`config.mk`:
```
export PLATFORM = sky130hd
export DESIGN_NAME = shift_lifo
export DESIGN_NICKNAME = d
export VERILOG_FILES = /design/src/rtl/lifo_pkg.sv /design/src/rtl/lifo_ctrl.sv /design/src/rtl/lifo_stage.sv /design/src/rtl/shift_lifo.sv
export SDC_FILE = /design/constraint.sdc
export NUM_CORES = 1
export LEC_CHECK = 0
export BUFFER_PORTS_ARGS = -buffer_cell sky130_fd_sc_hd__buf_2
export CAP_MARGIN = 20
export CORE_MARGIN = 5
export CORE_UTILIZATION = 56
export DETAILED_ROUTE_END_ITERATION = 7
export PLACE_DENSITY = 0.88
export SLEW_MARGIN = 20
export SYNTH_ARGS = -nofsm -noshare
export SYNTH_HDL_FRONTEND = slang
export SYNTH_SLANG_ARGS = --single-unit
```
`constraint.sdc`:
```
create_clock -name clk -period 2.45 [get_ports clk]
set_clock_uncertainty 0.15 [all_clocks]
set_input_delay 0.6125 -clock clk [delete_from_list [all_inputs] [get_ports clk]]
set_output_delay 0.6125 -clock clk [all_outputs]
set_load 0.1 [all_outputs]
```
`src/rtl/lifo_pkg.sv`:
```
package lifo_pkg;
  typedef enum logic [1:0] {
    OP_HOLD = 2'd0,
    OP_PUSH = 2'd1,
    OP_POP  = 2'd2,
    OP_SWAP = 2'd3
  } lifo_op_e;
endpackage

```
`src/rtl/lifo_ctrl.sv`:
```
module lifo_ctrl
  import lifo_pkg::*;
(
  input  logic     clk,
  input  logic     rst,
  input  logic     push,
  input  logic     pop,
  input  logic     empty,
  input  logic     full,
  output lifo_op_e op,
  output logic     ovf_err,
  output logic     unf_err
);
  always_comb begin
    op = OP_HOLD;
    if (push && pop)      op = empty ? OP_PUSH : OP_SWAP;
    else if (push)        op = full ? OP_HOLD : OP_PUSH;
    else if (pop)         op = empty ? OP_HOLD : OP_POP;
  end

  always_ff @(posedge clk) begin
    if (rst) begin
      ovf_err <= 1'b0;
      unf_err <= 1'b0;
    end else begin
      ovf_err <= push && !pop && full;
      unf_err <= pop && !push && empty;
    end
  end
endmodule

```
`src/rtl/lifo_stage.sv`:
```
module lifo_stage
  import lifo_pkg::*;
#(
  parameter int WIDTH   = 8,
  parameter bit IS_HEAD = 1'b0
) (
  input  logic             clk,
  input  logic             rst,
  input  lifo_op_e         op,
  input  logic [WIDTH-1:0] up_d,
  input  logic             up_v,
  input  logic [WIDTH-1:0] dn_d,
  input  logic             dn_v,
  output logic [WIDTH-1:0] q_d,
  output logic             q_v
);
  always_ff @(posedge clk) begin
    if (rst) begin
      q_d <= '0;
      q_v <= 1'b0;
    end else begin
      unique case (op)
        OP_PUSH: begin
          q_d <= up_d;
          q_v <= up_v;
        end
        OP_POP: begin
          q_d <= dn_d;
          q_v <= dn_v;
        end
        OP_SWAP: begin
          if (IS_HEAD) q_d <= up_d;
        end
        default: ;
      endcase
    end
  end
endmodule

```
`src/rtl/shift_lifo.sv`:
```
module shift_lifo
  import lifo_pkg::*;
#(
  parameter int WIDTH = 8,
  parameter int DEPTH = 4
) (
  input  logic             clk,
  input  logic             rst,
  input  logic             push,
  input  logic             pop,
  input  logic [WIDTH-1:0] din,
  output logic [WIDTH-1:0] top_q,
  output logic             empty,
  output logic             full,
  output logic             ovf_err,
  output logic             unf_err
);
  localparam int CHAIN = DEPTH + 2;

  logic [WIDTH-1:0] chain_d [CHAIN];
  logic             chain_v [CHAIN];
  lifo_op_e         op;

  assign chain_d[0]       = din;
  assign chain_v[0]       = 1'b1;
  assign chain_d[CHAIN-1] = '0;
  assign chain_v[CHAIN-1] = 1'b0;

  lifo_ctrl u_ctrl (
    .clk(clk), .rst(rst), .push(push), .pop(pop),
    .empty(empty), .full(full), .op(op),
    .ovf_err(ovf_err), .unf_err(unf_err)
  );

  for (genvar i = 0; i < DEPTH; i++) begin : g_stage
    lifo_stage #(.WIDTH(WIDTH), .IS_HEAD(i == 0)) u_stage (
      .clk(clk), .rst(rst), .op(op),
      .up_d(chain_d[i]),   .up_v(chain_v[i]),
      .dn_d(chain_d[i+2]), .dn_v(chain_v[i+2]),
      .q_d(chain_d[i+1]),  .q_v(chain_v[i+1])
    );
  end

  assign top_q = chain_d[1];
  assign empty = !chain_v[1];
  assign full  = chain_v[DEPTH];
endmodule

```
==> metrics.md, run 1 <==
| Metric | Value |
|---|---|
| Status | `finished clean` |
| WP data required | `1.69 ns` |
| PortBufs | `23` |
| DRT Wirelength | `3.44 mm` |
| Period minus WS final | `1.95 ns` |
| RSZ-0062 raised after global routing | `false` |
| Starting Density | `59.8%` |
| Final setup margin | `0.505 ns` |
| Logic pwr share | `23.5%` |
| ANT nets after route | `0` |
| Tot GR Track Use | `17.2%` |
| Fillers | `286` |
| Final Setup Violations | `0` |
| PwrDens | `656 nW/um^2` |
| Wire length per cell | `14.2 microns` |
| Syn_nets | `203` |
| Worst r2r path cells | `6` |
| Die Height | `67.5 microns` |
| Sequential share of power | `51.7%` |
| Grt total ovfl | `0` |
| Setup TNS Final | `0 ns` |
| Post-CTS Hold Buffers | `0` |
| Core Region | `3100 sq um` |
| Post-CTS Resized | `0` |
| Most common cell after layout, fill and taps aside | `dfxtp_1` |
| Clock-pin slew on the worst setup and hold paths | `0.10 ns` |
| Total number of vias | `1321` |
| Die area | `4560 sq um` |
| Area growth syn-to-layout | `6.01%` |
| Most frequent cells in the layout | `dfxtp_1, nor2_1, buf_2` |
| Drt pass-1 iters | `4` |
| GPL Wtd Cong | `0.727` |
| Max Clock Freq | `0.514 GHz` |
| Global-route wire length before repair | `5.80 mm` |
| Via/cell ratio | `5.46` |
| H-tree depth | `2` |
| Post-synth EDFFs | `0` |
| Lkg Pwr | `0.849 nW` |
| Ordered list of cells on the worst path | `inv_1 -> buf_2` |
| Slew headroom | `55.7%` |
| CTS Sinks | `38` |
| Number of failing hold endpoints at the final stage | `0` |
| CP arrival | `1.18 ns` |
| Syn avg cell area | `9.86 sq um` |
| Seq cells post-synth | `38` |
| Number of I/O pins | `24` |
| Mapped Cells | `188` |
| Worst setup SP type | `register` |
| Net switching power | `413 uW` |
| Layout cell share with drive strength beyond 1 | `26.3%` |
| Async set-or-reset flop fraction in the synthesized netlist | `0%` |
| Pre-CTS WS | `0.198 ns` |
| Deepest clock path buffer count | `2` |
| Worst vdd ir | `0.403 mV` |
| First DRT Iteration DRCs | `66` |
| Die width | `67.5 microns` |
| CP Capture Type | `output port` |
| Final #Nets | `214` |
| Type of the most critical hold path | `register to register` |
| Largest net degree at the start of global routing | `39` |
| Clock Tree Root | `clkbuf_4` |
| Row cnt | `20` |
| Switching Fraction | `32.0%` |
| Post-synthesis sequential area ratio | `41.0%` |
| Post-Syn Area | `1850 sq um` |
| Max_cap viols | `0` |
| Measured slew at the worst slew-check pin | `0.665 ns` |
| Post-CTS setup buffers | `0` |
| Main flop type after synthesis | `dfxtp_1` |
| DRC viols | `0` |
| YS warnings | `0` |
| ANT cells | `0` |
| WHS Path Cells | `2` |
| Cts bufs inserted | `5` |
| Int Power | `878 uW` |
| Share of the cycle needed by the critical path after routing | `79.4%` |
| Setup Crit Path Kind | `register to output port` |
| Clk pwr share | `24.8%` |
| Slew Limit Fails | `0` |
| Detailed Place HPWL | `2.30 mm` |
| Initial antenna violation count | `0` |
| Number of global-route vias before repair | `1298` |
| Largest stage delay, worst path | `0.42 ns` |
| Synth unique cells | `24` |
| Skew-Pair Late Insertion Delay | `0.35 ns` |
| Critical path peak fanout | `4` |
| TritonCTS clock tree | `built` |
| Slowest CP cell | `buf_2` |
[metrics by stage]
stage	cell area, sq um	hold slack (ns)	power, mW	instances	util (%)
after detailed placement	1910	0.326	0.986	236	61.7
after global routing	1970	0.360	1.35	242	63.3
after global placement	1910	0.316	0.980	236	61.7
final	1970	0.345	1.29	242	63.3
after CTS	1970	0.342	1.30	242	63.3
after floorplan	1860	0.287	0.952	188	-
[power groups by stage]
stage                     Clock [mW]  Combinational, mW  Sequential [mW]
after global routing           0.359              0.322            0.671
after detailed placement           0              0.305            0.682
after global placement             0              0.299            0.681
after floorplan                    0              0.269            0.683
final                          0.319              0.304            0.667
after CTS                      0.331              0.305            0.667
[critical path, delay by kind of cell (launching register included)]
kind | cells | cell delay, ns
DFF | 1 | 0.35
buffers and inverters | 2 | 0.49
[cell type report]
type / count / area [sq um] / area share, %
Clock buffer: 6 / 51.3 / 2.61
Inverter: 11 / 41.3 / 2.10
Multi-Input combinational cell: 116 / 886 / 45.1
Sequential cell: 38 / 762 / 38.8
Tap cell: 44 / 55.1 / 2.80
Timing Repair Buffer: 27 / 170 / 8.66
[cell families (layout without fill, tap and decap cells)]
family	count (synthesis)	count (layout)	share of synthesized area, %
AO/OA/AOI/OAI	34	34	11.5
adder cells (fa/ha/maj)	3	3	2.02
buffers and inverters	34	44	11.2
flip-flops	38	38	41.0
multiplexers	36	36	22.9
AND/OR/NAND/NOR	43	43	11.3
[registers in the layout, summed over array words and instances (netlist names)]
register,count
g_stage.u_stage.q_v,4
u_ctrl.unf_err,1
g_stage.u_stage.q_d,32
u_ctrl.ovf_err,1
[routing by layer]
metal / part of all wire [%] / up-vias / GRT usage (%)
li1: - / 663 / -
met1: 47 / 635 / 20.2
met2: 48 / 16 / 28.2
met3: 3.3 / 7 / 3.49
met4: 2.0 / 0 / 11.4
met5: 0 / - / 0
[cells in the mapped netlist, types with 2 or more instances]
| library cell | instances | area (sq um) |
|---|---|---|
| nor3b_1 | 9 | 67.6 |
| a31oi_1 | 8 | 50.1 |
| buf_2 | 6 | 30.0 |
| inv_1 | 11 | 41.3 |
| clkbuf_1 | 2 | 7.51 |
| ha_1 | 3 | 37.5 |
| nor2_1 | 28 | 105 |
| a221oi_1 | 9 | 78.8 |
| mux2_2 | 7 | 78.8 |
| buf_4 | 11 | 82.6 |
| mux2_4 | 11 | 165 |
| buf_6 | 2 | 22.5 |
| mux2i_1 | 18 | 180 |
| dfxtp_1 | 38 | 761 |
| a21oi_1 | 9 | 45.0 |
| o21ai_0 | 8 | 40.0 |
[path summary, 6_finish.rpt]
kind,start,endpoint,slack (ns)
worst max-delay path,g_stage[0].u_stage.q_v,empty,0.50
worst min-delay path,g_stage[0].u_stage.q_d[5],g_stage[0].u_stage.q_d[5],0.34
worst max register to register,g_stage[0].u_stage.q_v,g_stage[2].u_stage.q_d[0],0.65
worst min register to register,g_stage[0].u_stage.q_d[5],g_stage[0].u_stage.q_d[5],0.34
Note: power is estimated with default switching activity, not from simulation.
==> run 2: changes to the inputs <==
--- a/config.mk
+++ b/config.mk
@@ -8,9 +8,9 @@
 export BUFFER_PORTS_ARGS = -buffer_cell sky130_fd_sc_hd__buf_2
 export CAP_MARGIN = 20
 export CORE_MARGIN = 5
-export CORE_UTILIZATION = 56
+export CORE_UTILIZATION = 51
 export DETAILED_ROUTE_END_ITERATION = 7
-export PLACE_DENSITY = 0.88
+export PLACE_DENSITY = 0.85
 export SLEW_MARGIN = 20
 export SYNTH_ARGS = -nofsm -noshare
 export SYNTH_HDL_FRONTEND = slang
==> constraint.sdc (replaced) <==
create_clock -name clk -period 1.7 [get_ports clk]
set_clock_uncertainty 0.15 [all_clocks]
set_input_delay 0.425 -clock clk [delete_from_list [all_inputs] [get_ports clk]]
set_output_delay 0.425 -clock clk [all_outputs]
set_load 0.1 [all_outputs]
==> run 2 against run 1 <==
Compared with the run above: non-clock buffer count is 10 higher; global-route usage is 1.2 points lower; first-iteration DRC count is 27% higher; count of clock-buffer cells in the layout up 1; total power is 51% higher; cell count up 6.6%; critical endpoint is now g_stage[2].u_stage.q_d[3].
==> metrics.md, run 2 (synthesis gave the netlist of run 1 again) <==
| Metric | Value |
|---|---|
| Number of I/O pins | `24 (unchanged)` |
| PwrDens | `893 nW/um^2 (+36%)` |
| Status | `finished clean` |
| Largest net degree at the start of global routing | `39 (unchanged)` |
| Setup Crit Path Kind | `register to register` |
| Final Setup Violations | `0 (unchanged)` |
| Largest reg by FF count | `g_stage.u_stage.q_d` |
| FF-to-FF setup slack | `0.05 ns (-0.60 ns)` |
| Worst flop-to-flop path startpoint | `g_stage[3].u_stage.q_v` |
| H-tree depth | `2 (unchanged)` |
| Share of the cycle needed by the critical path after routing | `96.8%` |
| Deepest clock path buffer count | `2 (unchanged)` |
| Total number of vias | `1355 (+2.6%)` |
| First DRT Iteration DRCs | `84 (+27%)` |
| ANT nets after route | `0 (unchanged)` |
| Tot GR Track Use | `16.0% (-1.2 points)` |
| Most frequent cells in the layout | `dfxtp_1, nor2_1, mux2i_1, buf_4` |
| TritonCTS clock tree | `built` |
| WHS Path Cells | `2 (unchanged)` |
| GPL Wtd Cong | `0.773 (+6.3%)` |
| CP Capture Type | `register` |
| Slew Limit Fails | `0 (unchanged)` |
| Logic pwr share | `25.5% (+2.0 points)` |
| Worst r2r path cells | `7 (+1)` |
| Grt total ovfl | `0 (unchanged)` |
| DRC viols | `0 (unchanged)` |
| Post-layout util | `61.1% (-2.2 points)` |
| Largest regs | `g_stage.u_stage.q_d: 32 flops, g_stage.u_stage.q_v: 4 flops` |
| Via/cell ratio | `5.25 (-3.8%)` |
| Skew-Pair Late Insertion Delay | `0.35 ns (about the same)` |
| DRT Wirelength | `3.61 mm (+4.9%)` |
| Capturing point of the worst reg2reg path | `g_stage[2].u_stage.q_d[3]` |
| RSZ-0062 raised after global routing | `true` |
| Number of global-route vias before repair | `1338 (+3.1%)` |
| ANT cells | `0 (unchanged)` |
| Max Clock Freq | `0.608 GHz` |
| Clock-pin slew on the worst setup and hold paths | `0.12 ns (+0.02 ns)` |
| Net switching power | `627 uW (+52%)` |
| CP arrival | `1.73 ns (+0.55 ns)` |
| Slew headroom | `73.8% (+18 points)` |
| Most common cell after layout, fill and taps aside | `dfxtp_1` |
| Wire length per cell | `14.0 microns (-1.6%)` |
| Placed Area | `2070 sq um (+8.2%)` |
| Die Height | `70.3 microns (+4.1%)` |
| PortBufs | `23 (unchanged)` |
| Drt pass-1 iters | `4 (unchanged)` |
| Pre-CTS WS | `-0.243 ns (-0.441 ns)` |
| Int Power | `1.33 mW (+51%)` |
| Worst vdd ir | `0.824 mV (+100%)` |
| Row cnt | `22 (+10%)` |
| Lkg Pwr | `0.938 nW (+10%)` |
| Worst setup SP type | `register` |
| Largest register FFs | `32 (unchanged)` |
| CTS Sinks | `38 (unchanged)` |
| Layout cell share with drive strength beyond 1 | `34.3% (+8.0 points)` |
| Global-route wire length before repair | `6.29 mm (+8.3%)` |
| Area growth syn-to-layout | `17.9%` |
| Number of failing hold endpoints at the final stage | `0 (unchanged)` |
| Sequential share of power | `49.3% (-2.4 points)` |
| Die width | `70.3 microns (+4.1%)` |
| Final setup margin | `0.0549 ns (-0.450 ns)` |
| Die area | `4940 sq um (+8.3%)` |
| Max_cap viols | `0 (unchanged)` |
| WP data required | `1.79 ns (+0.10 ns)` |
| Cts bufs inserted | `5 (unchanged)` |
| Post-route cell area | `2190 sq um (+11%)` |
| Clk pwr share | `25.2% (+0.4 points)` |
| Hold Path End | `u_ctrl.unf_err` |
| Initial antenna violation count | `0 (unchanged)` |
| Switching Fraction | `32.1% (+0.11 points)` |
| Period minus WS final | `1.65 ns` |
| Critical path peak fanout | `15 (+11)` |
| Clock Tree Root | `clkbuf_4` |
| HP Start | `pop` |
| Detailed Place HPWL | `2.45 mm (+6.4%)` |
| Final #Nets | `224 (+4.7%)` |
| Core Region | `3580 sq um (+15%)` |
| Measured slew at the worst slew-check pin | `0.387 ns (-0.278 ns)` |
| Tot Pwr | `1.95 mW (+51%)` |
| Type of the most critical hold path | `primary input to register` |
| Post-CTS setup buffers | `0 (unchanged)` |
| Starting Density | `51.8% (-7.9 points)` |
-- run 2: changes by cell type in the layout (fill, tap and decap cells not counted), sizes merged --
cell,change
buf,+8
clkbuf,+3
clkinv,+1
-- run 2: cell type report --
cell class	instances	area, sq um
clock inverters	1	5.00
multi-input cells	116	936
fillers	305	1390
clock buffers	7	55.1
well taps	48	60.1
inverters	11	41.3
repair buffers	37	325
flip-flops and latches	38	764
-- run 2: worst max path at each step --
stage                                       from                        end  slack (ns)  cells after the start
final                     g_stage[3].u_stage.q_v  g_stage[2].u_stage.q_d[3]        0.05                      7
after floorplan           g_stage[3].u_stage.q_v  g_stage[1].u_stage.q_d[0]       -0.25                      9
after global routing      g_stage[3].u_stage.q_v  g_stage[3].u_stage.q_d[7]       -0.03                      7
after CTS                 g_stage[0].u_stage.q_v                      empty        0.01                      3
after global placement                       pop  g_stage[2].u_stage.q_d[3]       -0.19                      8
after detailed placement                     pop  g_stage[2].u_stage.q_d[1]       -0.24                      8
-- run 2: stage by stage --
| stage | std cells | TNS (ns) | hold WS, ns |
|---|---|---|---|
| 2_1_floorplan | 188 | -5.06 | 0.287 |
| 3_3_place_gp | 250 | -4.54 | 0.315 |
| 3_5_place_dp | 250 | -6.43 | 0.331 |
| 4_1_cts | 258 | 0 | 0.223 |
| 5_1_grt | 258 | -0.0796 | 0.212 |
| 6_report | 258 | 0 | 0.232 |
-- run 2: repair_timing --
action	CTS	global route
resized for setup	10	7
hold buffers	0	0
setup endpoints to repair	9	7
gates cloned	0	0
-- run 2: worst max-delay path, cell delays in order, from the launching register on --
cell	delay [ns]
dfxtp_4	0.38
nand2b_4	0.06
nand2_4	0.08
ha_4	0.16
buf_12	0.15
mux2_2	0.33
mux2i_1	0.14
nor2_1	0.06
-- run 2: power groups by stage --
stage,clock network [mW],logic (mW),registers [mW]
floorplan,0,0.409,0.983
global placement,0,0.476,0.979
detailed placement,0,0.484,0.981
CTS,0.502,0.497,0.963
global route,0.558,0.531,0.969
finish,0.492,0.499,0.962
-- run 2: routing by layer --
| metal | part of all wire, % | track usage [%] | up-vias | wire length, microns |
|---|---|---|---|---|
| met5 | 0 | 0 | - | 0 |
| met4 | 1.8 | 7.02 | 0 | 65 |
| met3 | 5.0 | 4.89 | 7 | 181 |
| met2 | 49 | 25.6 | 36 | 1780 |
| met1 | 44 | 19.8 | 628 | 1580 |
| li1 | - | - | 684 | - |
==> run 3: changes to the inputs <==
--- a/config.mk
+++ b/config.mk
@@ -8,9 +8,9 @@
 export BUFFER_PORTS_ARGS = -buffer_cell sky130_fd_sc_hd__buf_2
 export CAP_MARGIN = 20
 export CORE_MARGIN = 5
-export CORE_UTILIZATION = 51
+export CORE_UTILIZATION = 40
 export DETAILED_ROUTE_END_ITERATION = 7
-export PLACE_DENSITY = 0.85
+export PLACE_DENSITY = 0.71
 export SLEW_MARGIN = 20
 export SYNTH_ARGS = -nofsm -noshare
 export SYNTH_HDL_FRONTEND = slang
==> run 3 against run 2 <==
Compared with the run above: clock power increased by 57%; die area increased by 23%; total power increased by 16%; combinational power increased by 6.4%; register-to-register slack improved by 0.04 ns; non-clock buffer count increased by 1.
==> metrics.md, run 3 (synthesis gave the netlist of run 1 again) <==
| Metric | Value |
|---|---|
| WP data required | `1.12 ns (-0.67 ns)` |
| RSZ-0062 raised after global routing | `false` |
| Post-route cell area | `2280 sq um (+4.5%)` |
| Layout cell share with drive strength beyond 1 | `33.8% (-0.48 points)` |
| Slowest CP cell | `buf_2` |
| Worst setup SP type | `register` |
| Wire length per cell | `14.1 microns (+1.0%)` |
| Post-layout util | `51.8% (-9.4 points)` |
| Starting Density | `42.0% (-9.8 points)` |
| Fillers | `379 (+24%)` |
| Most frequent cells in the layout | `dfxtp_1, nor2_1, mux2i_1` |
| CP Capture Type | `output port` |
| Pre-CTS WS | `-0.222 ns (+0.0213 ns)` |
| Max_cap viols | `0 (unchanged)` |
| Top Family by Delay on Critical Path | `buffers and inverters` |
| Number of failing hold endpoints at the final stage | `0 (unchanged)` |
| HP Start | `pop` |
| Measured slew at the worst slew-check pin | `0.491 ns (+0.104 ns)` |
| Largest reg by FF count | `g_stage.u_stage.q_d` |
| Worst flop-to-flop path startpoint | `g_stage[3].u_stage.q_v` |
| Skew-Pair Late Insertion Delay | `0.29 ns (-0.06 ns)` |
| Share of the cycle needed by the critical path after routing | `97.2% (+0.43 points)` |
| Cts bufs inserted | `5 (unchanged)` |
| Period minus WS final | `1.65 ns (+0.00731 ns)` |
| Crit path launch | `g_stage[0].u_stage.q_d[6]` |
| Worst Hold Margin | `0.289 ns (+0.0572 ns)` |
| Most common cell after layout, fill and taps aside | `dfxtp_1` |
| Number of I/O pins | `24 (unchanged)` |
| Max Clock Freq | `0.605 GHz (-0.44%)` |
| ANT nets after route | `0 (unchanged)` |
| Placed cell count | `254 (+1.6%)` |
| Detailed Place HPWL | `2.46 mm (+0.29%)` |
| Global-route wire length before repair | `5.90 mm (-6.1%)` |
| Deepest clock path buffer count | `2 (unchanged)` |
| PwrDens | `992 nW/um^2 (+11%)` |
| Via/cell ratio | `5.22 (-0.58%)` |
| DRT Wirelength | `3.70 mm (+2.6%)` |
| Row cnt | `24 (+9.1%)` |
| Final setup margin | `0.0476 ns (-0.00731 ns)` |
| GPL Wtd Cong | `0.776 (+0.35%)` |
| Final cell count without fillers | `262 (+1.6%)` |
| Grt total ovfl | `0 (unchanged)` |
| Post-CTS Hold Buffers | `0 (unchanged)` |
| Ordered list of cells on the worst path | `buf_2` |
| Type of the most critical hold path | `primary input to register` |
| Largest stage delay, worst path | `0.44 ns (+0.06 ns)` |
| Largest net degree at the start of global routing | `29 (-26%)` |
| Setup Crit Path Kind | `register to output port` |
| Post-CTS Resized | `0 (-10)` |
| Total number of vias | `1368 (+0.96%)` |
| TritonCTS clock tree | `built` |
| Area growth syn-to-layout | `23.2%` |
| Slew headroom | `67.5% (-6.4 points)` |
| Die Height | `78.1 microns (+11%)` |
| DRC viols | `0 (unchanged)` |
| Placed Area | `2100 sq um (+1.6%)` |
| Largest regs | `g_stage.u_stage.q_d: 32 flops, g_stage.u_stage.q_v: 4 flops` |
| Die area | `6100 sq um (+23%)` |
| Core Region | `4410 sq um (+23%)` |
| Clock-pin slew on the worst setup and hold paths | `0.07 ns (-0.05 ns)` |
| First DRT Iteration DRCs | `64 (-24%)` |
| Final #Nets | `225 (+0.45%)` |
| Lkg Pwr | `0.975 nW (+4.0%)` |
| Number of global-route vias before repair | `1246 (-6.9%)` |
| PortBufs | `23 (unchanged)` |
| Initial antenna violation count | `0 (unchanged)` |
| CTS Sinks | `38 (unchanged)` |
| Final Setup Violations | `0 (unchanged)` |
| Slew Limit Fails | `0 (unchanged)` |
| Worst path bufs/invs | `1 (unchanged)` |
| Drt pass-1 iters | `4 (unchanged)` |
| Worst vdd ir | `0.312 mV (-62%)` |
| Status | `finished clean` |
| H-tree depth | `2 (unchanged)` |
| Post-CTS setup buffers | `0 (unchanged)` |
| ANT cells | `0 (unchanged)` |
| Largest register FFs | `32 (unchanged)` |
| Clock Tree Root | `clkbuf_8` |
| Critical path peak fanout | `3 (-12)` |
| Die width | `78.1 microns (+11%)` |
| Tot GR Track Use | `12.0% (-4.1 points)` |
| CP arrival | `1.08 ns (-0.65 ns)` |
[run 3: worst paths after layout]
kind	endpoint	slack [ns]	cells after the start
max	top_q[6]	0.05	1
max reg2reg	g_stage[1].u_stage.q_d[7]	0.09	7
min	u_ctrl.unf_err	0.29	2
min reg2reg	g_stage[0].u_stage.q_d[3]	0.34	2
[run 3: per-layer routing]
| metal | up-vias | GRT usage (%) | part of all wire (%) | routed length, microns |
|---|---|---|---|---|
| met5 | - | 0 | 0 | 0 |
| met4 | 0 | 4.39 | 1.9 | 72 |
| met3 | 8 | 4.00 | 3.1 | 116 |
| met2 | 19 | 19.0 | 47 | 1750 |
| met1 | 651 | 15.2 | 48 | 1760 |
| li1 | 690 | - | - | - |
[run 3: per-stage QoR]
| stage | power [mW] | TNS [ns] |
|---|---|---|
| 2_1_floorplan | 1.39 | -5.06 |
| 3_3_place_gp | 1.47 | -4.78 |
| 3_5_place_dp | 1.48 | -5.35 |
| 4_1_cts | 2.25 | 0 |
| 5_1_grt | 2.36 | 0 |
| 6_report | 2.27 | 0 |
[run 3: where the power goes]
part	internal [mW]	leakage, nW	switching (mW)
combinational	0.220	0.608	0.311
clock	0.469	0.0573	0.303
sequential	0.931	0.310	0.0314
total	1.62	0.975	0.645
[run 3: final cells by class]
type	count	area [sq um]	area share (%)
multi-input combinational	116	938	41.1
sequential	38	764	33.5
timing repair buffer	38	363	15.9
clock buffer	6	82.6	3.61
tap	52	65.1	2.85
inverter	11	41.3	1.81
clock inverter	1	30.0	1.31
